$ cat config.mk
export PLATFORM = sky130hd
export DESIGN_NAME = jtag_tap_ctrl
export DESIGN_NICKNAME = d
export VERILOG_FILES = /design/src/rtl/jtag_tap_pkg.sv /design/src/rtl/jtag_tap_fsm.sv /design/src/rtl/jtag_tap_ir.sv /design/src/rtl/jtag_tap_dr.sv /design/src/rtl/jtag_tap_ctrl.sv
export SDC_FILE = /design/constraint.sdc
export NUM_CORES = 1
export LEC_CHECK = 0
export ABC_CLOCK_PERIOD_IN_PS = 5400
export BUFFER_PORTS_ARGS = -buffer_cell sky130_fd_sc_hd__clkbuf_2
export CELL_PAD_IN_SITES_DETAIL_PLACEMENT = 2
export CELL_PAD_IN_SITES_GLOBAL_PLACEMENT = 2
export CORE_ASPECT_RATIO = 0.7
export CORE_MARGIN = 2
export CORE_UTILIZATION = 30
export CTS_CLUSTER_SIZE = 28
export DETAILED_ROUTE_END_ITERATION = 8
export PLACE_DENSITY = 0.76
export RECOVER_POWER = 50
export SYNTH_ARGS = -nofsm -noshare
export SYNTH_HDL_FRONTEND = slang
export SYNTH_SLANG_ARGS = --single-unit
$ cat constraint.sdc
create_clock -name tck -period 5.4 [get_ports tck]
set_input_delay 0.81 -clock tck [delete_from_list [all_inputs] [get_ports tck]]
set_output_delay 0.81 -clock tck [all_outputs]
set_load 0.02 [all_outputs]
$ cat src/rtl/jtag_tap_pkg.sv
package jtag_tap_pkg;

  localparam int IR_W = 6;

  localparam logic [IR_W-1:0] OP_IDCODE    = 6'b001001;
  localparam logic [IR_W-1:0] OP_USERCODE  = 6'b001000;
  localparam logic [IR_W-1:0] OP_BYPASS    = 6'b111111;
  localparam logic [IR_W-1:0] OP_HIGHZ     = 6'b001010;
  localparam logic [IR_W-1:0] OP_SAMPLE    = 6'b000001;
  localparam logic [IR_W-1:0] OP_EXTEST    = 6'b100110;
  localparam logic [IR_W-1:0] OP_EXT_PULSE = 6'b111100;
  localparam logic [IR_W-1:0] OP_EXT_TRAIN = 6'b111101;

  // value loaded into the instruction shift stage in Capture-IR
  localparam logic [IR_W-1:0] IR_CAPTURE   = 6'b000001;

  typedef enum logic [3:0] {
    ST_RESET, ST_IDLE,
    ST_SEL_DR, ST_CAP_DR, ST_SHF_DR, ST_EX1_DR, ST_PAU_DR, ST_EX2_DR, ST_UPD_DR,
    ST_SEL_IR, ST_CAP_IR, ST_SHF_IR, ST_EX1_IR, ST_PAU_IR, ST_EX2_IR, ST_UPD_IR
  } tap_state_t;

  typedef enum logic [1:0] {
    DR_BYPASS, DR_IDENT, DR_USER, DR_BOUND
  } dr_sel_t;

  typedef struct packed {
    dr_sel_t sel;
    logic    drive;
    logic    hiz;
  } ir_decode_t;

  function automatic ir_decode_t decode_ir(input logic [IR_W-1:0] op);
    ir_decode_t d;
    d.sel   = DR_BYPASS;
    d.drive = 1'b0;
    d.hiz   = 1'b0;
    case (op)
      OP_IDCODE:   d.sel = DR_IDENT;
      OP_USERCODE: d.sel = DR_USER;
      OP_SAMPLE:   d.sel = DR_BOUND;
      OP_EXTEST, OP_EXT_PULSE, OP_EXT_TRAIN: begin
        d.sel   = DR_BOUND;
        d.drive = 1'b1;
      end
      OP_HIGHZ:    d.hiz = 1'b1;
      default:     d.sel = DR_BYPASS;
    endcase
    return d;
  endfunction

endpackage

$ cat src/rtl/jtag_tap_fsm.sv
module jtag_tap_fsm
  import jtag_tap_pkg::*;
(
  input  logic       tck,
  input  logic       rst,
  input  logic       tms,
  output tap_state_t state,
  output tap_state_t state_nxt
);

  always_comb begin
    case (state)
      ST_RESET:  state_nxt = tms ? ST_RESET  : ST_IDLE;
      ST_IDLE:   state_nxt = tms ? ST_SEL_DR : ST_IDLE;
      ST_SEL_DR: state_nxt = tms ? ST_SEL_IR : ST_CAP_DR;
      ST_CAP_DR: state_nxt = tms ? ST_EX1_DR : ST_SHF_DR;
      ST_SHF_DR: state_nxt = tms ? ST_EX1_DR : ST_SHF_DR;
      ST_EX1_DR: state_nxt = tms ? ST_UPD_DR : ST_PAU_DR;
      ST_PAU_DR: state_nxt = tms ? ST_EX2_DR : ST_PAU_DR;
      ST_EX2_DR: state_nxt = tms ? ST_UPD_DR : ST_SHF_DR;
      ST_UPD_DR: state_nxt = tms ? ST_SEL_DR : ST_IDLE;
      ST_SEL_IR: state_nxt = tms ? ST_RESET  : ST_CAP_IR;
      ST_CAP_IR: state_nxt = tms ? ST_EX1_IR : ST_SHF_IR;
      ST_SHF_IR: state_nxt = tms ? ST_EX1_IR : ST_SHF_IR;
      ST_EX1_IR: state_nxt = tms ? ST_UPD_IR : ST_PAU_IR;
      ST_PAU_IR: state_nxt = tms ? ST_EX2_IR : ST_PAU_IR;
      ST_EX2_IR: state_nxt = tms ? ST_UPD_IR : ST_SHF_IR;
      ST_UPD_IR: state_nxt = tms ? ST_SEL_DR : ST_IDLE;
      default:   state_nxt = ST_RESET;
    endcase
  end

  always_ff @(posedge tck) begin
    if (rst) state <= ST_RESET;
    else     state <= state_nxt;
  end

  // checker: run length of consecutive high tms edges, saturating at five
  logic [2:0] ones_cnt;
  always_ff @(posedge tck) begin
    if (rst || !tms)          ones_cnt <= 3'd0;
    else if (ones_cnt != 3'd5) ones_cnt <= ones_cnt + 3'd1;
  end

  a_r2_five_ones_reset: assert property (@(posedge tck) disable iff (rst)
    (ones_cnt == 3'd5) |-> (state == ST_RESET));

endmodule

$ cat src/rtl/jtag_tap_ir.sv
module jtag_tap_ir
  import jtag_tap_pkg::*;
(
  input  logic            tck,
  input  logic            rst,
  input  logic            tdi,
  input  tap_state_t      state,
  output logic            ir_so,
  output dr_sel_t         dr_sel,
  output logic            bnd_drive,
  output logic            out_disable
);

  logic [IR_W-1:0] ir_sr;
  logic [IR_W-1:0] ir_hold;
  ir_decode_t      dec_sr;
  ir_decode_t      dec_hold;

  assign dec_sr   = decode_ir(ir_sr);
  assign dec_hold = decode_ir(ir_hold);
  assign dr_sel   = dec_hold.sel;
  assign ir_so    = ir_sr[0];

  always_ff @(posedge tck) begin
    if (rst) begin
      ir_sr       <= '0;
      ir_hold     <= OP_IDCODE;
      bnd_drive   <= 1'b0;
      out_disable <= 1'b0;
    end else begin
      case (state)
        ST_RESET: begin
          ir_hold     <= OP_IDCODE;
          bnd_drive   <= 1'b0;
          out_disable <= 1'b0;
        end
        ST_CAP_IR: ir_sr <= IR_CAPTURE;
        ST_SHF_IR: ir_sr <= {tdi, ir_sr[IR_W-1:1]};
        ST_UPD_IR: begin
          ir_hold     <= ir_sr;
          bnd_drive   <= dec_sr.drive;
          out_disable <= dec_sr.hiz;
        end
        default: ;
      endcase
    end
  end

  a_r1_reset_restores_idcode: assert property (@(posedge tck) disable iff (rst)
    (state == ST_RESET) |=> (ir_hold == OP_IDCODE));

  a_r4_capture_low_bits: assert property (@(posedge tck) disable iff (rst)
    (state == ST_CAP_IR) |=> (ir_sr[1:0] == 2'b01));

  a_r11_modes_exclusive: assert property (@(posedge tck) disable iff (rst)
    !(bnd_drive && out_disable));

  a_r11_modes_hold: assert property (@(posedge tck) disable iff (rst)
    (state != ST_UPD_IR && state != ST_RESET) |=>
      ($stable(bnd_drive) && $stable(out_disable) && $stable(ir_hold)));

endmodule

$ cat src/rtl/jtag_tap_dr.sv
module jtag_tap_dr
  import jtag_tap_pkg::*;
#(
  parameter int               ID_W     = 32,
  parameter logic [ID_W-1:0]  IDCODE   = 32'h2A7C_5093,
  parameter logic [ID_W-1:0]  USERCODE = 32'h5EED_C0DE
)(
  input  logic       tck,
  input  logic       rst,
  input  logic       tdi,
  input  tap_state_t state,
  input  dr_sel_t    dr_sel,
  input  logic       bnd_so,
  output logic       dr_so
);

  logic            bypass_q;
  logic [ID_W-1:0] id_sr;
  logic            use_id_path;

  assign use_id_path = (dr_sel == DR_IDENT) || (dr_sel == DR_USER);

  always_ff @(posedge tck) begin
    if (rst) begin
      bypass_q <= 1'b0;
      id_sr    <= '0;
    end else begin
      case (state)
        ST_CAP_DR: begin
          bypass_q <= 1'b0;
          if (dr_sel == DR_IDENT)     id_sr <= IDCODE;
          else if (dr_sel == DR_USER) id_sr <= USERCODE;
        end
        ST_SHF_DR: begin
          if (dr_sel == DR_BYPASS) bypass_q <= tdi;
          if (use_id_path)         id_sr    <= {tdi, id_sr[ID_W-1:1]};
        end
        default: ;
      endcase
    end
  end

  always_comb begin
    case (dr_sel)
      DR_IDENT, DR_USER: dr_so = id_sr[0];
      DR_BOUND:          dr_so = bnd_so;
      default:           dr_so = bypass_q;
    endcase
  end

  a_r8_bypass_captures_zero: assert property (@(posedge tck) disable iff (rst)
    (state == ST_CAP_DR) |=> !bypass_q);

endmodule

$ cat src/rtl/jtag_tap_ctrl.sv
module jtag_tap_ctrl
  import jtag_tap_pkg::*;
#(
  parameter int               ID_W     = 32,
  parameter logic [ID_W-1:0]  IDCODE   = 32'h2A7C_5093,
  parameter logic [ID_W-1:0]  USERCODE = 32'h5EED_C0DE
)(
  input  logic tck,
  input  logic trst,
  input  logic tms,
  input  logic tdi,
  input  logic bnd_so,
  output logic tdo,
  output logic tdo_oe,
  output logic bnd_capture,
  output logic bnd_shift,
  output logic bnd_update,
  output logic bnd_drive,
  output logic out_disable
);

  tap_state_t state;
  tap_state_t state_nxt;
  dr_sel_t    dr_sel;
  logic       ir_so;
  logic       dr_so;
  logic       bnd_sel;

  jtag_tap_fsm u_fsm (
    .tck       (tck),
    .rst       (trst),
    .tms       (tms),
    .state     (state),
    .state_nxt (state_nxt)
  );

  jtag_tap_ir u_ir (
    .tck         (tck),
    .rst         (trst),
    .tdi         (tdi),
    .state       (state),
    .ir_so       (ir_so),
    .dr_sel      (dr_sel),
    .bnd_drive   (bnd_drive),
    .out_disable (out_disable)
  );

  jtag_tap_dr #(
    .ID_W     (ID_W),
    .IDCODE   (IDCODE),
    .USERCODE (USERCODE)
  ) u_dr (
    .tck    (tck),
    .rst    (trst),
    .tdi    (tdi),
    .state  (state),
    .dr_sel (dr_sel),
    .bnd_so (bnd_so),
    .dr_so  (dr_so)
  );

  assign bnd_sel = (dr_sel == DR_BOUND);

  // strobes registered from the next state so they are flop outputs
  always_ff @(posedge tck) begin
    if (trst) begin
      bnd_capture <= 1'b0;
      bnd_shift   <= 1'b0;
      bnd_update  <= 1'b0;
    end else begin
      bnd_capture <= bnd_sel && (state_nxt == ST_CAP_DR);
      bnd_shift   <= bnd_sel && (state_nxt == ST_SHF_DR);
      bnd_update  <= bnd_sel && (state_nxt == ST_UPD_DR);
    end
  end

  // serial output launched on the falling edge
  always_ff @(negedge tck) begin
    if (trst) begin
      tdo    <= 1'b0;
      tdo_oe <= 1'b0;
    end else begin
      case (state)
        ST_SHF_IR: begin tdo <= ir_so; tdo_oe <= 1'b1; end
        ST_SHF_DR: begin tdo <= dr_so; tdo_oe <= 1'b1; end
        default:   begin tdo <= 1'b0;  tdo_oe <= 1'b0; end
      endcase
    end
  end

  a_r10_oe_only_in_shift: assert property (@(posedge tck) disable iff (trst)
    tdo_oe |-> (state == ST_SHF_IR || state == ST_SHF_DR));

  a_r10_quiet_when_disabled: assert property (@(posedge tck) disable iff (trst)
    !tdo_oe |-> !tdo);

  a_r9_strobes_onehot0: assert property (@(posedge tck) disable iff (trst)
    $onehot0({bnd_capture, bnd_shift, bnd_update}));

  a_r9_strobes_need_bound: assert property (@(posedge tck) disable iff (trst)
    (bnd_capture || bnd_shift || bnd_update) |-> bnd_sel);

endmodule

# Word level (Yosys, flattened, before mapping)
# Index checks and enable logic that the tools add are counted.
# word_totals
out_inout_bits,7
regBits,56
input_bits,5
word_cells,93
# op_classes
eq_ne,34
reduce_logical,18
muxes,29
# op_table
cell,count
$mux W32,3
$pmux W32 S2,1
$pmux W4 S12,1
$eq A4 B4 Y1 const B,9
$eq A6 B6 Y1 const B,6
$pmux W6 S2,2
$eq A4 B3 Y1 const B,5
$eq A6 B4 Y1 const B,3
$mux W4,4
$eq A4 B2 Y1 const B,3
$pmux W1 S2,5
$reduce_or A2 Y1,4
$mux W1,7
$eq A6 B1 Y1 const B,1
$mux W2,3
$mux W3,2
$pmux W2 S3,1
$reduce_bool A2 Y1,3
$reduce_or A3 Y1,2
$eq A2 B2 Y1 const B,2
$eq A4 B1 Y1 const B,1
$logic_not A4 Y1,1
$ne A2 B1 Y1 const B,2
$reduce_or A4 Y1,1
other kinds (7),9

# Longest topological paths before layout
# Gate-level depths: netlist (run 1).
# depth
depth_word,7
mapped_depth,10
ltp_nobuf,9

# Modules after synthesis
# From an unflattened synthesis (run 1), not the netlist that was laid out.
# unflattened
hier_cells,283
area_unflattened_um2,2573.7
# modules_own_cells
mod,n_inst,seq_area_each_um2,area_each_um2,cells_per_inst
jtag_tap_dr,1,660.6,1358.8,141
jtag_tap_ir,1,280.3,676.9,81
jtag_tap_fsm,1,80.1,332.8,42
jtag_tap_ctrl,1,100.1,205.2,19

==> impl_metrics.env, run 1 <==
export IMPL_finalSetupViolCount=0
export IMPL_die_h_um=78.9
export IMPL_setup_slack_ns=0.333
export IMPL_final_setup_tns_ns=0
export IMPL_pwr_share_seq_pct=52.2
export IMPL_avgSynthCellArea_um2=8.54
export IMPL_cp_end_kind="flop"
export IMPL_pin_count=12
export IMPL_row_count=27
export IMPL_crit_path_max_fanout=5
export IMPL_port_buffers=11
export IMPL_clock_latency_ns=0.35
export IMPL_clock_sinks=56
export IMPL_maxCapViolations=1
export IMPL_p_per_area_nw_per_um2=310
export IMPL_cts_hold_buf=0
export IMPL_n_antenna_cell=0
export IMPL_gr_total_overflow=0
export IMPL_yosysMostFrequentCell="dfxtp_1"
export IMPL_post_cts_buffers=0
export IMPL_cts_buffers=5
export IMPL_synth_top_area_share_pct=46.7
export IMPL_violations="max-capacitance violations, max-slew violations"
export IMPL_grt_max_degree=28
export IMPL_grtUsageMet2_pct=25.8
export IMPL_yosys_top_cells_area="dfxtp_1 (47%), nor2_1 (6.4%), a21oi_1 (5.2%)"
export IMPL_gp_congestion=0.766
export IMPL_synthDistinctLibCells=43
export IMPL_arrival_ns=2.58
export IMPL_top_usage_layer="met2"
export IMPL_power_frac_comb_pct=6.9
export IMPL_syn_to_final_growth_pct=10.4
export IMPL_leakage_nw=0.887
export IMPL_layout_nets=292
export IMPL_seq_area_frac_synth_pct=46.7
export IMPL_rsz0062_at_grt="false"
export IMPL_post_place_ws_ns=0.239
export IMPL_grt_pass1_wl_um=10700
export IMPL_status="complete, but fails checks"
export IMPL_crit_type="reg -> reg"
export IMPL_worstSetupStartpointType="flop"
export IMPL_clock_power_share_pct=40.9
export IMPL_ir_worst_vdd_mv=0.123
export IMPL_syn_inst=281
export IMPL_drcViolationCount=0
export IMPL_antenna_found_initial=0
export IMPL_drive_gt1_share_pct=7.39
export IMPL_grt_pass1_vias=2078
export IMPL_synth_top_cells_by_count="dfxtp_1 (56), nor2_1 (41), nand2_1 (29)"
export IMPL_die_w_um=111
export IMPL_wl_per_cell_um=16.8
export IMPL_multi_input_area_um2=1150
export IMPL_p_sw_share_pct=24.0
export IMPL_relSlewSlack_pct=-36.5
export IMPL_core_um2=7800
export IMPL_vias_per_cell=5.42
export IMPL_synthFlopType="dfxtp_1"
export IMPL_clk_pin_slew_ns=0.07
export IMPL_n_fill_cell=871
export IMPL_vias=2085
export IMPL_ant_nets=0
export IMPL_drt_initial_drc_count=97
export IMPL_met1_usage_pct=20.1
export IMPL_synth_edff_count=0
export IMPL_initial_utilization_pct=30.8
export IMPL_drt_pass1_iterations=4
export IMPL_post_synth_top_area_cell="dfxtp_1"
export IMPL_die_area_um2=8750
export IMPL_finalMaxSlewViolations=28
export IMPL_cp_required_ns=2.91
export IMPL_cts_tree="done"
export IMPL_synth_warnings=0
export IMPL_ctsHtreeMaxLevel=2
export IMPL_worst_slew_pin_slew_ns=2.05
export IMPL_cts_max_path_buffers=2
export IMPL_timing_hold_violations_final=0
export IMPL_synth_nets=290
export IMPL_ctsResizeCount=0
export IMPL_grt_usage_pct=15.0
export IMPL_syn_area_um2=2400
export IMPL_power_switching_w=0.000197
export IMPL_globalRouteMet3Util_pct=2.29
export IMPL_synth_seq_cells=56
export IMPL_fin_skew_ns=0.0675
export IMPL_ctsRootBufferMaster="clkbuf_16"
export IMPL_holdCritPathClass="reg -> reg"
export IMPL_detailedPlacementHpwl_um=4420
export IMPL_routed_wl_um=6470
export IMPL_synthArstFlopShare_pct=0
export IMPL_p_int_w=0.000625
export IMPL_seqCellArea_um2=1120
cell type report:
cell class,instances,area share [%]
flip-flops and latches,56,42.3
clock buffers,6,5.24
inverters,3,0.425
multi-input cells,199,43.5
clock inverters,4,0.803
repair buffers,16,2.97
well taps,101,4.77
state kept, by name, summed over array words and instances (netlist names):
register	cells
u_ir.ir_hold	6
u_dr.id_sr	32
bnd_capture	1
tdo	1
u_ir.out_disable	1
u_ir.bnd_drive	1
bnd_update	1
tdo_oe	1
u_dr.bypass_q	1
bnd_shift	1
u_fsm.state	4
u_ir.ir_sr	6
layout by cell type, fill, tap and decap left out, types with 4 or more instances in the layout:
cell,instances
a22oi_1,12
nand3_1,11
a21oi_1,25
ha_1,4
nor3_1,5
nor4_1,4
a311oi_1,6
nor2_1,41
o22ai_1,11
clkbuf_1,7
dfxtp_1,56
inv_1,5
clkbuf_16,5
nand2b_1,5
nand2_1,29
o21ai_0,7
o211ai_1,11
clkbuf_2,6
logic make-up (layout without fill, tap and decap cells):
| group | count (synthesis) | after routing | share of synthesized area, % |
|---|---|---|---|
| compound gates | 86 | 86 | 24.2 |
| flops | 56 | 56 | 46.7 |
| xor+xnor | 1 | 1 | 0.365 |
| simple gates | 108 | 108 | 21.9 |
| fa+ha+maj | 4 | 4 | 2.08 |
| buf+inv | 26 | 29 | 4.74 |
path summary, 6_finish.rpt:
kind / start / slack (ns) / cells after the start / to
worst min-delay path: u_dr.id_sr[30]$_SDFFE_PP0P_ / 0.47 / 2 / u_dr.id_sr[30]$_SDFFE_PP0P_
worst max register to register: u_ir.ir_hold[0]$_SDFFE_PP1P_ / 0.33 / 9 / tdo$_SDFF_NP0_
worst min register to register: u_dr.id_sr[30]$_SDFFE_PP0P_ / 0.47 / 2 / u_dr.id_sr[30]$_SDFFE_PP0P_
worst max-delay path: u_ir.ir_hold[0]$_SDFFE_PP1P_ / 0.33 / 9 / tdo$_SDFF_NP0_
through the flow:
stage | std cells | util [%] | area [µm²] | hold slack (ns) | total power, W
after global routing | 385 | 34.0 | 2650 | 0.496 | 0.000861
after CTS | 385 | 34.3 | 2680 | 0.474 | 0.000832
after floorplan | 281 | - | 2400 | 0.432 | 0.000484
after global placement | 376 | 32.3 | 2520 | 0.442 | 0.000498
final | 385 | 34.0 | 2650 | 0.470 | 0.000822
after detailed placement | 376 | 32.3 | 2520 | 0.459 | 0.000501
power by group through the flow:
stage | registers [W] | clock network [W] | logic [W]
floorplan | 0.000434 | 0.00000348 | 0.0000465
global placement | 0.000438 | 0.00000348 | 0.0000566
detailed placement | 0.000439 | 0.00000348 | 0.0000582
CTS | 0.000429 | 0.000344 | 0.0000586
global route | 0.000430 | 0.000366 | 0.0000643
finish | 0.000429 | 0.000336 | 0.0000570
per-layer routing:
metal / vias to the layer above / share of wire (%)
met5: - / 0
met4: 0 / 1.0
met3: 7 / 1.9
met2: 18 / 47
met1: 1040 / 50
li1: 1020 / -
worst max-delay path: stages (launching register included):
cell and delay, ns:
dfxtp_1 0.36, or4b_1 0.53, o21ai_0 0.08, and3_1 0.26, a21oi_1 0.09, ha_1 0.42, inv_1 0.10, a221o_1 0.29
nand3_1 0.09, a21oi_1 0.06
Note: power is estimated with default switching activity, not from simulation.
==> inputs of run 2 (changes only) <==
Settings changed: PLACE_DENSITY 0.76 to 0.75, SYNTH_HIERARCHICAL from default to 1.
==> run 2 against run 1 <==
Effect of this change: the run still ends with max-capacitance violations, max-slew violations left; power rose by 12%; clock-buffer cell count fell by 1; clock skew rose by 0.00057 ns; sequential power barely moved; non-clock buffer count did not move; wire length rose by 12%; combinational power rose by 21%; sequential share of layout area fell by 3.0 points; final area rose by 7.6%.
==> impl_metrics.env, run 2 <==
export IMPL_synthDistinctLibCells=54
export IMPL_slowest_delay_ns=0.48
export IMPL_grt_max_degree=37
export IMPL_path_buf_inv=2
export IMPL_finish_instance_area_um2=2850
export IMPL_vias_per_cell=5.46
export IMPL_seqCellArea_um2=1120
export IMPL_synth_seq_cells=56
export IMPL_largest_reg_flops=32
export IMPL_ctsResizeCount=0
export IMPL_die_area_um2=9350
export IMPL_syn_inst=283
export IMPL_crit_type="reg -> reg"
export IMPL_p_per_area_nw_per_um2=322
export IMPL_grt_pass1_vias=2293
export IMPL_grt_usage_pct=16.0
export IMPL_gp_congestion=0.788
export IMPL_grt_pass1_wl_um=11600
export IMPL_timing_hold_violations_final=0
export IMPL_status="complete, but fails checks"
export IMPL_ir_worst_vdd_mv=0.129
export IMPL_avgSynthCellArea_um2=9.09
export IMPL_leakage_nw=1.03
export IMPL_n_antenna_cell=0
export IMPL_worstSetupStartpointType="flop"
export IMPL_syn_area_um2=2570
export IMPL_worstReg2RegStart="u_ir/ir_hold[0]$_SDFFE_PP1P_"
export IMPL_crit_start="u_ir/ir_hold[0]$_SDFFE_PP1P_"
export IMPL_ant_nets=0
export IMPL_antenna_found_initial=0
export IMPL_synth_top_cells_by_count="dfxtp_1 (56), nor2_1 (44), a21oi_1 (19)"
export IMPL_cp_cell_sequence="or3b_2 -> o21a_1 -> o32ai_1 -> inv_1 -> ha_1 -> a22oi_1 -> o21ai_0 -> inv_1 -> o32ai_2"
export IMPL_row_count=28
export IMPL_synthFlopType="dfxtp_1"
export IMPL_cts_tree="done"
export IMPL_crit_slowest_cell="or3b_2"
export IMPL_top_register="u_dr/id_sr"
export IMPL_clock_sinks=56
export IMPL_post_cts_buffers=0
export IMPL_detailedPlacementHpwl_um=4910
export IMPL_relSlewSlack_pct=-8.02
export IMPL_cp_required_ns=2.97
export IMPL_cts_buffers=5
export IMPL_core_um2=8410
export IMPL_layout_nets=298
export IMPL_worst_slew_pin_slew_ns=1.60
export IMPL_ctsHtreeMaxLevel=2
export IMPL_post_synth_top_area_cell="dfxtp_1"
export IMPL_dp_cells=387
export IMPL_initial_utilization_pct=30.6
export IMPL_cts_max_path_buffers=2
export IMPL_clock_latency_ns=0.36
export IMPL_gr_total_overflow=0
export IMPL_vias=2158
export IMPL_arrival_ns=2.74
export IMPL_synth_edff_count=0
export IMPL_die_w_um=115
export IMPL_synthArstFlopShare_pct=0
export IMPL_synth_top_area_share_pct=43.6
export IMPL_syn_to_final_growth_pct=10.8
export IMPL_yosysMostFrequentCell="dfxtp_1"
export IMPL_yosys_top_cells_area="dfxtp_1 (44%), nor2_1 (6.4%), o2bb2ai_2 (4.1%)"
export IMPL_die_h_um=81.5
export IMPL_seq_area_frac_synth_pct=43.6
export IMPL_multi_input_area_um2=1300
export IMPL_pin_count=12
export IMPL_synth_nets=291
export IMPL_holdCritPathClass="reg -> reg"
export IMPL_final_common_cell="dfxtp_1"
export IMPL_synth_warnings=6
export IMPL_fin_skew_ns=0.0681
export IMPL_maxCapViolations=1
export IMPL_clk_pin_slew_ns=0.07
export IMPL_drive_gt1_share_pct=12.8
export IMPL_finalMaxSlewViolations=10
export IMPL_biggestRegsByFlops="u_dr/id_sr: 32 flops, u_ir/ir_hold: 6 flops, u_ir/ir_sr: 6 flops"
export IMPL_violations="max-capacitance violations, max-slew violations"
export IMPL_finalSetupViolCount=0
export IMPL_ctsRootBufferMaster="clkbuf_16"
export IMPL_worstHoldStart="u_ir/out_disable$_SDFFE_PP0P_"
export IMPL_drt_pass1_iterations=4
export IMPL_crit_family="compound AO/OA/AOI/OAI gates"
export IMPL_final_cell_mix="dfxtp_1 (56), nor2_1 (44), a21oi_1 (19)"
export IMPL_n_fill_cell=941
export IMPL_rsz0062_at_grt="false"
export IMPL_wl_per_cell_um=18.3
export IMPL_cp_end_kind="flop"
export IMPL_fin_cells=395
export IMPL_drt_initial_drc_count=53
export IMPL_crit_path_max_fanout=5
export IMPL_crit_top_cell="inv_1"
export IMPL_port_buffers=11
export IMPL_drcViolationCount=0
export IMPL_routed_wl_um=7220
export IMPL_cts_hold_buf=0
export IMPL_final_setup_tns_ns=0
export IMPL_dpl_cell_area_um2=2680
run 2: final cells by class:
class / count / area share, %
Multi-Input combinational cell: 204 / 45.7
Sequential cell: 56 / 39.3
Tap cell: 105 / 4.61
Clock buffer: 5 / 4.39
Timing Repair Buffer: 16 / 3.03
Clock inverter: 4 / 2.37
Inverter: 5 / 0.658
run 2: path summary, 6_finish.rpt:
kind              slack (ns)  depth (start not counted)                            end
hold / removal          0.47                          2  u_ir/out_disable$_SDFFE_PP0P_
setup reg to reg        0.23                          9                 tdo$_SDFF_NP0_
hold reg to reg         0.47                          2  u_ir/out_disable$_SDFFE_PP0P_
setup / recovery        0.23                          9                 tdo$_SDFF_NP0_
run 2: metrics by stage:
step | hold slack, ns | utilization (%) | power, W | worst slack, ns
CTS | 0.471 | 34.2 | 0.000930 | 0.237
global route | 0.484 | 33.9 | 0.000959 | 0.0509
global placement | 0.450 | 31.9 | 0.000510 | 0.407
detailed placement | 0.452 | 31.9 | 0.000514 | 0.222
floorplan | 0.433 | - | 0.000494 | 0.541
finish | 0.468 | 33.9 | 0.000919 | 0.231
run 2: kinds of logic after synthesis:
family / Yosys count / share of synthesized area (%)
AND/OR/NAND/NOR: 137 / 29.1
AO/OA/AOI/OAI: 63 / 20.3
flip-flops: 56 / 43.6
buffers and inverters: 23 / 5.30
adder cells (fa/ha/maj): 3 / 1.46
XOR/XNOR: 1 / 0.340
run 2: routing by layer:
| layer | vias to the layer above | global-route usage (%) | part of all wire [%] |
|---|---|---|---|
| met3 | 11 | 2.36 | 1.6 |
| met4 | 0 | 5.54 | 1.7 |
| met2 | 22 | 25.9 | 44 |
| met1 | 1079 | 21.9 | 53 |
| met5 | - | 0 | 0 |
| li1 | 1046 | - | - |
run 2: worst reg2reg max path, stage by stage (launching register included):
cell     delay, ns
dfxtp_1       0.39
or3b_2        0.48
o21a_1        0.20
o32ai_1       0.28
inv_1         0.10
ha_1          0.37
a22oi_1       0.09
o21ai_0       0.21
inv_1         0.08
o32ai_2       0.25
run 2: report_power, final:
part           internal, W  switching [W]  leakage, nW
Clock             0.000265       0.000153        0.101
Combinational    0.0000234      0.0000458        0.474
Sequential        0.000421     0.00000933        0.452
Total             0.000710       0.000209         1.03
